<file path="src/rtl/sertx_pkg.sv">
package sertx_pkg;

  typedef enum logic [1:0] {
    ST_IDLE,
    ST_ARM,
    ST_RUN
  } txState_t;

  // control-to-datapath strobes
  typedef struct packed {
    logic flush;         // hold datapath idle and empty
    logic accept;        // host writes may be taken
    logic load;          // move holding register into shifter
    logic flagUnderrun;  // load found the holding register empty
  } txStrobes_t;

endpackage

</file>
<file path="src/rtl/sertx_edge_sync.sv">
module sertx_edge_sync (
  input  logic clk,
  input  logic rstN,
  input  logic asyncIn,
  output logic rise
);

  logic meta;
  logic stable;
  logic stableDly;

  always_ff @(posedge clk or negedge rstN) begin
    if (!rstN) begin
      meta      <= 1'b0;
      stable    <= 1'b0;
      stableDly <= 1'b0;
    end else begin
      meta      <= asyncIn;
      stable    <= meta;
      stableDly <= stable;
    end
  end

  assign rise = stable & ~stableDly;

endmodule

</file>
<file path="src/rtl/sertx_ctrl.sv">
module sertx_ctrl
  import sertx_pkg::*;
(
  input  logic       clk,
  input  logic       rstN,
  input  logic       enable,
  input  logic       safeStartEn,
  input  logic       fsRise,
  input  logic       regFull,
  output txStrobes_t strb
);

  txState_t state;
  txState_t stateNxt;

  always_comb begin
    stateNxt = state;
    if (!enable) begin
      stateNxt = ST_IDLE;
    end else begin
      case (state)
        ST_IDLE: stateNxt = safeStartEn ? ST_ARM : ST_RUN;
        ST_ARM:  stateNxt = fsRise ? ST_RUN : ST_ARM;
        ST_RUN:  stateNxt = ST_RUN;
        default: stateNxt = ST_IDLE;
      endcase
    end
  end

  always_ff @(posedge clk or negedge rstN) begin
    if (!rstN) state <= ST_IDLE;
    else       state <= stateNxt;
  end

  always_comb begin
    strb.flush        = !enable || (state == ST_IDLE);
    strb.accept       = enable && (state != ST_IDLE);
    strb.load         = enable && (state == ST_RUN) && fsRise;
    strb.flagUnderrun = enable && (state == ST_RUN) && fsRise && !regFull;
  end

  // the arming sync moves the transmitter into the running state
  a_r3_first_sync_arms: assert property (@(posedge clk) disable iff (!rstN)
    (state == ST_ARM && enable && fsRise) |=> (state == ST_RUN));

  // no transfer can start while waiting for the arming sync
  a_r3_armed_is_silent: assert property (@(posedge clk) disable iff (!rstN)
    (state == ST_ARM) |-> !strb.flagUnderrun);

endmodule

</file>
<file path="src/rtl/sertx_datapath.sv">
module sertx_datapath
  import sertx_pkg::*;
#(
  parameter int DATA_W = 8
) (
  input  logic              clk,
  input  logic              rstN,
  input  txStrobes_t        strb,
  input  logic              bitRise,
  input  logic              wrEn,
  input  logic [DATA_W-1:0] wrData,
  input  logic              underrunClr,
  output logic              serialOut,
  output logic              txReady,
  output logic              underrun,
  output logic              regFull
);

  localparam int CNT_W = $clog2(DATA_W + 1);
  localparam logic [CNT_W-1:0] FULL_CNT = CNT_W'(DATA_W);

  logic [DATA_W-1:0] holdReg;
  logic [DATA_W-1:0] shReg;
  logic [CNT_W-1:0]  bitsLeft;
  logic              wrAccept;

  assign wrAccept = strb.accept && wrEn && !regFull;
  assign txReady  = strb.accept && !regFull;

  // holding register and its occupancy
  always_ff @(posedge clk or negedge rstN) begin
    if (!rstN) begin
      holdReg <= '0;
      regFull <= 1'b0;
    end else if (strb.flush) begin
      holdReg <= '0;
      regFull <= 1'b0;
    end else if (wrAccept) begin
      holdReg <= wrData;
      regFull <= 1'b1;
    end else if (strb.load) begin
      regFull <= 1'b0;
    end
  end

  // shifter, MSB first
  always_ff @(posedge clk or negedge rstN) begin
    if (!rstN) begin
      shReg    <= '0;
      bitsLeft <= '0;
    end else if (strb.flush) begin
      shReg    <= '0;
      bitsLeft <= '0;
    end else if (strb.load) begin
      shReg    <= holdReg;
      bitsLeft <= FULL_CNT;
    end else if (bitRise && bitsLeft != '0) begin
      shReg    <= {shReg[DATA_W-2:0], 1'b0};
      bitsLeft <= bitsLeft - 1'b1;
    end
  end

  assign serialOut = (bitsLeft != '0) ? shReg[DATA_W-1] : 1'b0;

  // sticky underrun; a new event wins over a clear
  always_ff @(posedge clk or negedge rstN) begin
    if (!rstN)                  underrun <= 1'b0;
    else if (strb.flagUnderrun) underrun <= 1'b1;
    else if (underrunClr)       underrun <= 1'b0;
  end

  a_r5_write_fills: assert property (@(posedge clk) disable iff (!rstN)
    wrAccept |=> !txReady);

  a_r7_flag_sets: assert property (@(posedge clk) disable iff (!rstN)
    strb.flagUnderrun |=> underrun);

  a_r8_sticky: assert property (@(posedge clk) disable iff (!rstN)
    (underrun && !underrunClr) |=> underrun);

  a_r4_idle_after_word: assert property (@(posedge clk) disable iff (!rstN)
    (bitsLeft == CNT_W'(1) && bitRise && !strb.load && !strb.flush) |=> !serialOut);

endmodule

</file>
<file path="src/rtl/safe_serial_tx.sv">
module safe_serial_tx
  import sertx_pkg::*;
#(
  parameter int DATA_W = 8
) (
  input  logic              clk,
  input  logic              rstN,
  input  logic              enable,
  input  logic              safeStartEn,
  input  logic              bitClkPin,
  input  logic              frameSyncPin,
  input  logic              wrEn,
  input  logic [DATA_W-1:0] wrData,
  input  logic              underrunClr,
  output logic              serialOut,
  output logic              txReady,
  output logic              underrun,
  output logic              fsEdge
);

  logic       bitRise;
  logic       fsRise;
  logic       regFull;
  txStrobes_t strb;

  sertx_edge_sync i_bitSync (
    .clk    (clk),
    .rstN   (rstN),
    .asyncIn(bitClkPin),
    .rise   (bitRise)
  );

  sertx_edge_sync i_fsSync (
    .clk    (clk),
    .rstN   (rstN),
    .asyncIn(frameSyncPin),
    .rise   (fsRise)
  );

  sertx_ctrl i_ctrl (
    .clk        (clk),
    .rstN       (rstN),
    .enable     (enable),
    .safeStartEn(safeStartEn),
    .fsRise     (fsRise),
    .regFull    (regFull),
    .strb       (strb)
  );

  sertx_datapath #(.DATA_W(DATA_W)) i_datapath (
    .clk        (clk),
    .rstN       (rstN),
    .strb       (strb),
    .bitRise    (bitRise),
    .wrEn       (wrEn),
    .wrData     (wrData),
    .underrunClr(underrunClr),
    .serialOut  (serialOut),
    .txReady    (txReady),
    .underrun   (underrun),
    .regFull    (regFull)
  );

  assign fsEdge = fsRise;

  a_r2_quiet_when_disabled: assert property (@(posedge clk) disable iff (!rstN)
    !enable |=> !serialOut);

endmodule

</file>
<file path="config.mk">
export PLATFORM = sky130hd
export DESIGN_NAME = safe_serial_tx
export DESIGN_NICKNAME = d
export VERILOG_FILES = /design/src/rtl/sertx_pkg.sv /design/src/rtl/sertx_edge_sync.sv /design/src/rtl/sertx_ctrl.sv /design/src/rtl/sertx_datapath.sv /design/src/rtl/safe_serial_tx.sv
export SDC_FILE = /design/constraint.sdc
export NUM_CORES = 1
export LEC_CHECK = 0
export BUFFER_PORTS_ARGS = -buffer_cell sky130_fd_sc_hd__buf_4
export CORE_MARGIN = 2
export CORE_UTILIZATION = 55
export CTS_BUF_LIST = sky130_fd_sc_hd__clkbuf_8
export DETAILED_ROUTE_END_ITERATION = 10
export GPL_TIMING_DRIVEN = 0
export PLACE_DENSITY = 0.86
export SETUP_SLACK_MARGIN = 0.3
export SLEW_MARGIN = 20
export SYNTH_ARGS = -nofsm -noshare
export SYNTH_HDL_FRONTEND = slang
export SYNTH_SLANG_ARGS = --single-unit
</file>
<file path="constraint.sdc">
create_clock -name clk -period 2.1 [get_ports clk]
set_input_delay 0.42 -clock clk [delete_from_list [all_inputs] [get_ports clk]]
set_output_delay 0.42 -clock clk [all_outputs]
set_load 0.1 [all_outputs]
</file>
# Word-level counts from Yosys, hierarchy flattened
# Index checks and enable logic that the tools add are counted.
# W data, S select, Z words.
[op_classes]
n_addsub = 1
multipliers = 0
div_mod_pow = 0
magnitude_cmp = 0
eq_ne = 2
shifts = 0
muxes = 18
bitwise_logic = 4
reduce_logical = 18
[ops]
columns = ["operator", "n"]
rows = [
  ["$mux W8", 5],
  ["$mux W4", 3],
  ["$logic_and A1 B1 Y1", 8],
  ["$mux W1", 6],
  ["$mux W2", 3],
  ["$pmux W2 S3", 1],
  ["$reduce_bool A2 Y1", 3],
  ["$reduce_bool A3 Y1", 2],
  ["$reduce_bool A4 Y1", 1],
  ["$sub A4 B1 Y4 const B", 1],
  ["$and A1 B1 Y1", 2],
  ["$eq A2 B1 Y1 const B", 1],
  ["$eq A2 B2 Y1 const B", 1],
  ["$logic_not A1 Y1", 2],
  ["$logic_not A2 Y1", 1],
  ["$not A1 Y1", 2],
  ["$logic_or A1 B1 Y1", 1],
]
[word_totals]
regBits = 30
latchBits = 0
ram_bits = 0
rom_bits = 0
input_bits = 16
out_inout_bits = 4
elab_cells = 55
mem_count = 0

# Logic depth before layout (Yosys ltp)
[logic_depth]
ltp_word = 6
mapped_depth = 6
ltp_nobuf = 5

# Cells and area by module
# Synthesis repeated with hierarchy kept, for this count alone.
[unflattened]
hier_cells = 128
area_unflattened_um2 = 1387.6
[modules_own_cells]
columns = ["module", "instances", "cells_each", "area_per_inst_um2", "seq_area_each_um2"]
rows = [
  ["sertx_datapath", 1, 107, 1087.3, 550.5],
  ["sertx_edge_sync", 2, 4, 88.8, 75.1],
  ["sertx_ctrl", 1, 13, 122.6, 50.0],
]

# Least setup slack after synthesis
# Ideal clock, no wire load.
[synth_timing]
path_type = "input-to-output"
from = "input port enable"
to = "output port txReady"
arrival_time_ns = 2.064
required_time_ns = 1.680
slack_ns = -0.384
path_stages = 3
path_buffers = 1
cell_sequence = "o21ai_0 > clkbuf_1 > nor2_1"
[synth_between]
elab_chain_len = 2
[synth_lines]
columns = ["item", "line_no", "rtl"]
rows = [
  ["start, declared", "safe_serial_tx.sv:8", "input logic enable,"],
  ["$logic_and A1 B1 Y1", "sertx_ctrl.sv:37", "strb.accept = enable && (state != ST_IDLE);"],
  ["$logic_and A1 B1 Y1", "sertx_datapath.sv:28", "assign txReady = strb.accept && !regFull;"],
  ["end, declared", "safe_serial_tx.sv:16", "output logic txReady,"],
]
# Every way passes these cells.

# Worst setup path after layout
[layout_timing]
from = "register i_datapath.bitsLeft[1]"
to = "output port serialOut"
[layout_between]
elab_chain_len = 2
[layout_lines]
columns = ["item", "line_no", "rtl"]
rows = [
  ["start, declared", "sertx_datapath.sv:24", "logic [CNT_W-1:0] bitsLeft;"],
  ["start signal, assigned", "sertx_datapath.sv:59", "bitsLeft <= bitsLeft - 1'b1;"],
  ["$reduce_bool A4 Y1", "sertx_datapath.sv:63", "assign serialOut = (bitsLeft != '0) ? shReg[DATA_W-1] : 1'b0;"],
  ["$mux W1", "sertx_datapath.sv:63", ""],
  ["end, declared", "safe_serial_tx.sv:15", "output logic serialOut,"],
]
# Every way passes these cells.

==> key figures <==
Routing
  – Routed wire per std cell: 15.45 um
  – Vias per cell: 5.859
  – Pre-antenna DRT Iters: 4
  – DRT iter0 DRCs: 23
  – Final wirelength: 3.290 mm
  – Post-route DRC: 0
  – Routed Antenna Nets: 0
  – Vias: 1248

Timing
  – Setup TNS: -0.005530 ns
  – Max-slew headroom: 59.23%
  – Part of the cycle the worst path needs: 100.3%
  – Slew @ Worst Pin: 0.6069 ns
  – Skew final: 0.007347 ns
  – Final Hold Vio Count: 0
  – Max frequency: 0.4749 GHz
  – Slew Limit Fails: 0
  – Setup-failing EPs final: 1
  – Period minus WS final: 2.106 ns
  – Setup ws final: -0.005530 ns
  – RSZ-0062 raised after global routing: true
  – WHS: 0.05939 ns

Clock tree
  – CTS sink cnt: 30
  – CTS tree: yes
  – Clock root buffer: clkbuf_8
  – Num CTS Buffers: 5
  – Max clock buf depth: 2
  – CTS clk-pin slew, worst paths: 0.07 ns
  – Cts hold-fix bufs: 0
  – # H-tree levels: 2
  – Worst-Skew Late Latency: 0.28 ns

Yosys
  – Sequential fraction of the synthesis area: 52.54%
  – Cell taking the most area after synthesis: dfrtp_1
  – Synth Register Bits: 30
  – Top cell type's share of synthesized area: 52.54%
  – Mapped cell area: 1429 um^2
  – Netlist cell types: 32
  – Top FF cell, synth: dfrtp_1
  – Synth cell count leaders: dfrtp_1 (30), nand2_1 (18), a21oi_1 (14)
  – Synth top area cells: dfrtp_1 (53%), a21oi_1 (4.9%), nand2_1 (4.7%)
  – Asr flop ratio synth: 100.0%
  – Most common cell in the netlist: dfrtp_1
  – Syn Nets: 164
  – Mapped Cells: 146
  – Yosys warns: 0
  – Post-synth EDFFs: 0
  – Synthesized area per cell: 9.787 um^2

Setup path
  – WP buf/inv: 3
  – Crit path max-delay family: simple AND/OR/NAND/NOR gates
  – Crit path max fanout: 2
  – Critical path's slowest cell: dfrtp_1
  – CP Class: flop to output pin
  – Worst r2r dst: i_datapath.shReg[0]
  – Crit-path cells: inv_2 -> ha_4 -> or3b_4 -> buf_8 -> and2_4 -> buf_12
  – R2R setup slack: 0.45 ns
  – WP data arrival: 1.69 ns
  – CP startpoint kind: flop
  – Critical path data required time: 1.68 ns
  – Crit-path max cell delay: 0.40 ns
  – Reg-to-Reg Start: i_datapath.bitsLeft[1]
  – FF-to-FF path depth: 7
  – Setup crit end kind: output pin

Run
  – MaxCap Viol Count: 0

Min path
  – HP Class: primary input to asynchronous set/reset pin

Global routing
  – Top Usage Layer GRT: met2
  – Global-route wire length before repair: 5.257 mm
  – Initial antenna violation count: 0
  – GRT Overall Usage: 25.22%
  – Vias in the first global route: 1194
  – Largest net degree at the start of global routing: 31
  – Met3 Track Usage GR: 7.258%
  – Congestion Overflow GR: 0
  – GR Layer Usage met2: 42.46%
  – Met1 Track Usage GR: 32.05%

Cells and area
  – Final Util: 76.01%
  – Diode count: 0
  – Share of cells above drive strength 1: 31.15%
  – Non-filler cells, final: 213
  – Fin nets: 200
  – Fillcell total: 189
  – Area grow syn2layout: 31.79%

Place
  – PortBufs: 19
  – GPL Wtd Cong: 0.7240
  – Post-DP HPWL: 2.163 mm
  – DP Cell Count: 195

Outcome
  – Status: finished with violations
  – Failing checks: setup timing

Die
  – Die Ht: 54.97 um
  – # IOs: 20
  – Initial Utilization: 57.68%
  – Die area: 3022 um^2
  – Row Count: 18
  – Core Region: 2477 um^2
  – Die W: 54.97 um

Power
  – VDD IR max: 0.9043 mV
  – Leakage power: 0.8322 nW
  – Tot Pwr: 1.357 mW
  – Pwr Density: 720.8 nW/um^2
-- per-stage QoR --
step           cell area (um^2)  setup slack (ns)
2_1_floorplan              1464            0.3252
3_3_place_gp               1644          -0.08733
3_5_place_dp               1644           -0.1145
4_1_cts                    1843         -0.002340
5_1_grt                    1883          -0.04921
6_report                   1883         -0.005530
-- state kept, by name (all words and copies together), names as in the netlist --
signal and cells:
i_ctrl.state 2, i_datapath.regFull 1, i_datapath.holdReg 8, i_datapath.underrun 1, i_datapath.shReg 8, i_fsSync.meta 1, i_datapath.bitsLeft 4, i_bitSync.stable 1
i_fsSync.stableDly 1, i_bitSync.stableDly 1, i_fsSync.stable 1, i_bitSync.meta 1
-- where the power goes --
group / total [mW] / switching [mW] / internal (mW)
sequential: 0.617 / 0.0191 / 0.598
combinational: 0.189 / 0.113 / 0.0766
clock: 0.551 / 0.207 / 0.344
-- cell type report --
type | count | area [um^2] | share of cell area, %
flip-flops and latches | 30 | 752.0 | 39.93
multi-input cells | 100 | 650.6 | 34.55
repair buffers | 29 | 242.7 | 12.89
plain buffers | 10 | 71.32 | 3.787
clock buffers | 5 | 68.82 | 3.654
clock inverters | 3 | 37.54 | 1.993
well taps | 30 | 37.54 | 1.993
inverters | 6 | 22.52 | 1.196
-- logic make-up (layout without fill, tap and decap cells) --
kind of cell    Yosys count  after routing  share of synthesized area, %
mux                       1              1                         1.050
buf+inv                  16             53                         4.816
flops                    30             30                         52.54
fa+ha+maj                 2              2                         1.751
simple gates             53             53                         20.14
compound gates           44             44                         19.70
-- layer usage --
layer / share of wire, % / vias up
met5: 0 / -
li1: - / 596
met1: 44 / 612
met4: 0.82 / 0
met3: 4.9 / 2
met2: 50 / 38
-- repair_timing --
item	in CTS	in global routing
pin swaps	3	2
resized for setup	13	4
buffers inserted	6	4
setup endpoints to repair	2	9
-- placed cells by master (no fill, tap or decap), types with 3 or more instances in the layout --
master and instances:
nor2b_1 3, nand3_1 9, a21oi_1 14, a211oi_1 4
o21ai_0 11, inv_1 6, a311oi_1 5, buf_4 28
nor2_1 4, clkbuf_1 3, buf_1 3, or3b_2 6
dfrtp_1 29, clkbuf_8 5, nand2_1 18
-- worst max path at each step --
stage                      startpoint  depth (start not counted)   endpoint
5_1_grt        i_datapath.bitsLeft[1]                          6  serialOut
6_report       i_datapath.bitsLeft[1]                          6  serialOut
2_1_floorplan  i_datapath.bitsLeft[0]                          5  serialOut
4_1_cts        i_datapath.bitsLeft[1]                          6  serialOut
3_5_place_dp          i_ctrl.state[0]                          4    txReady
3_3_place_gp          i_ctrl.state[0]                          4    txReady
-- worst reg2reg max path: cells and delay by family, from the launching register on --
family / cells / cell delay [ns]
multiplexers: 1 / 0.25
AND/OR/NAND/NOR: 1 / 0.16
AO/OA/AOI/OAI: 1 / 0.23
buffers and inverters: 3 / 0.37
flip-flops: 1 / 0.38
adder cells (fa/ha/maj): 1 / 0.15
No activity file was read; power rests on OpenSTA's default activity.
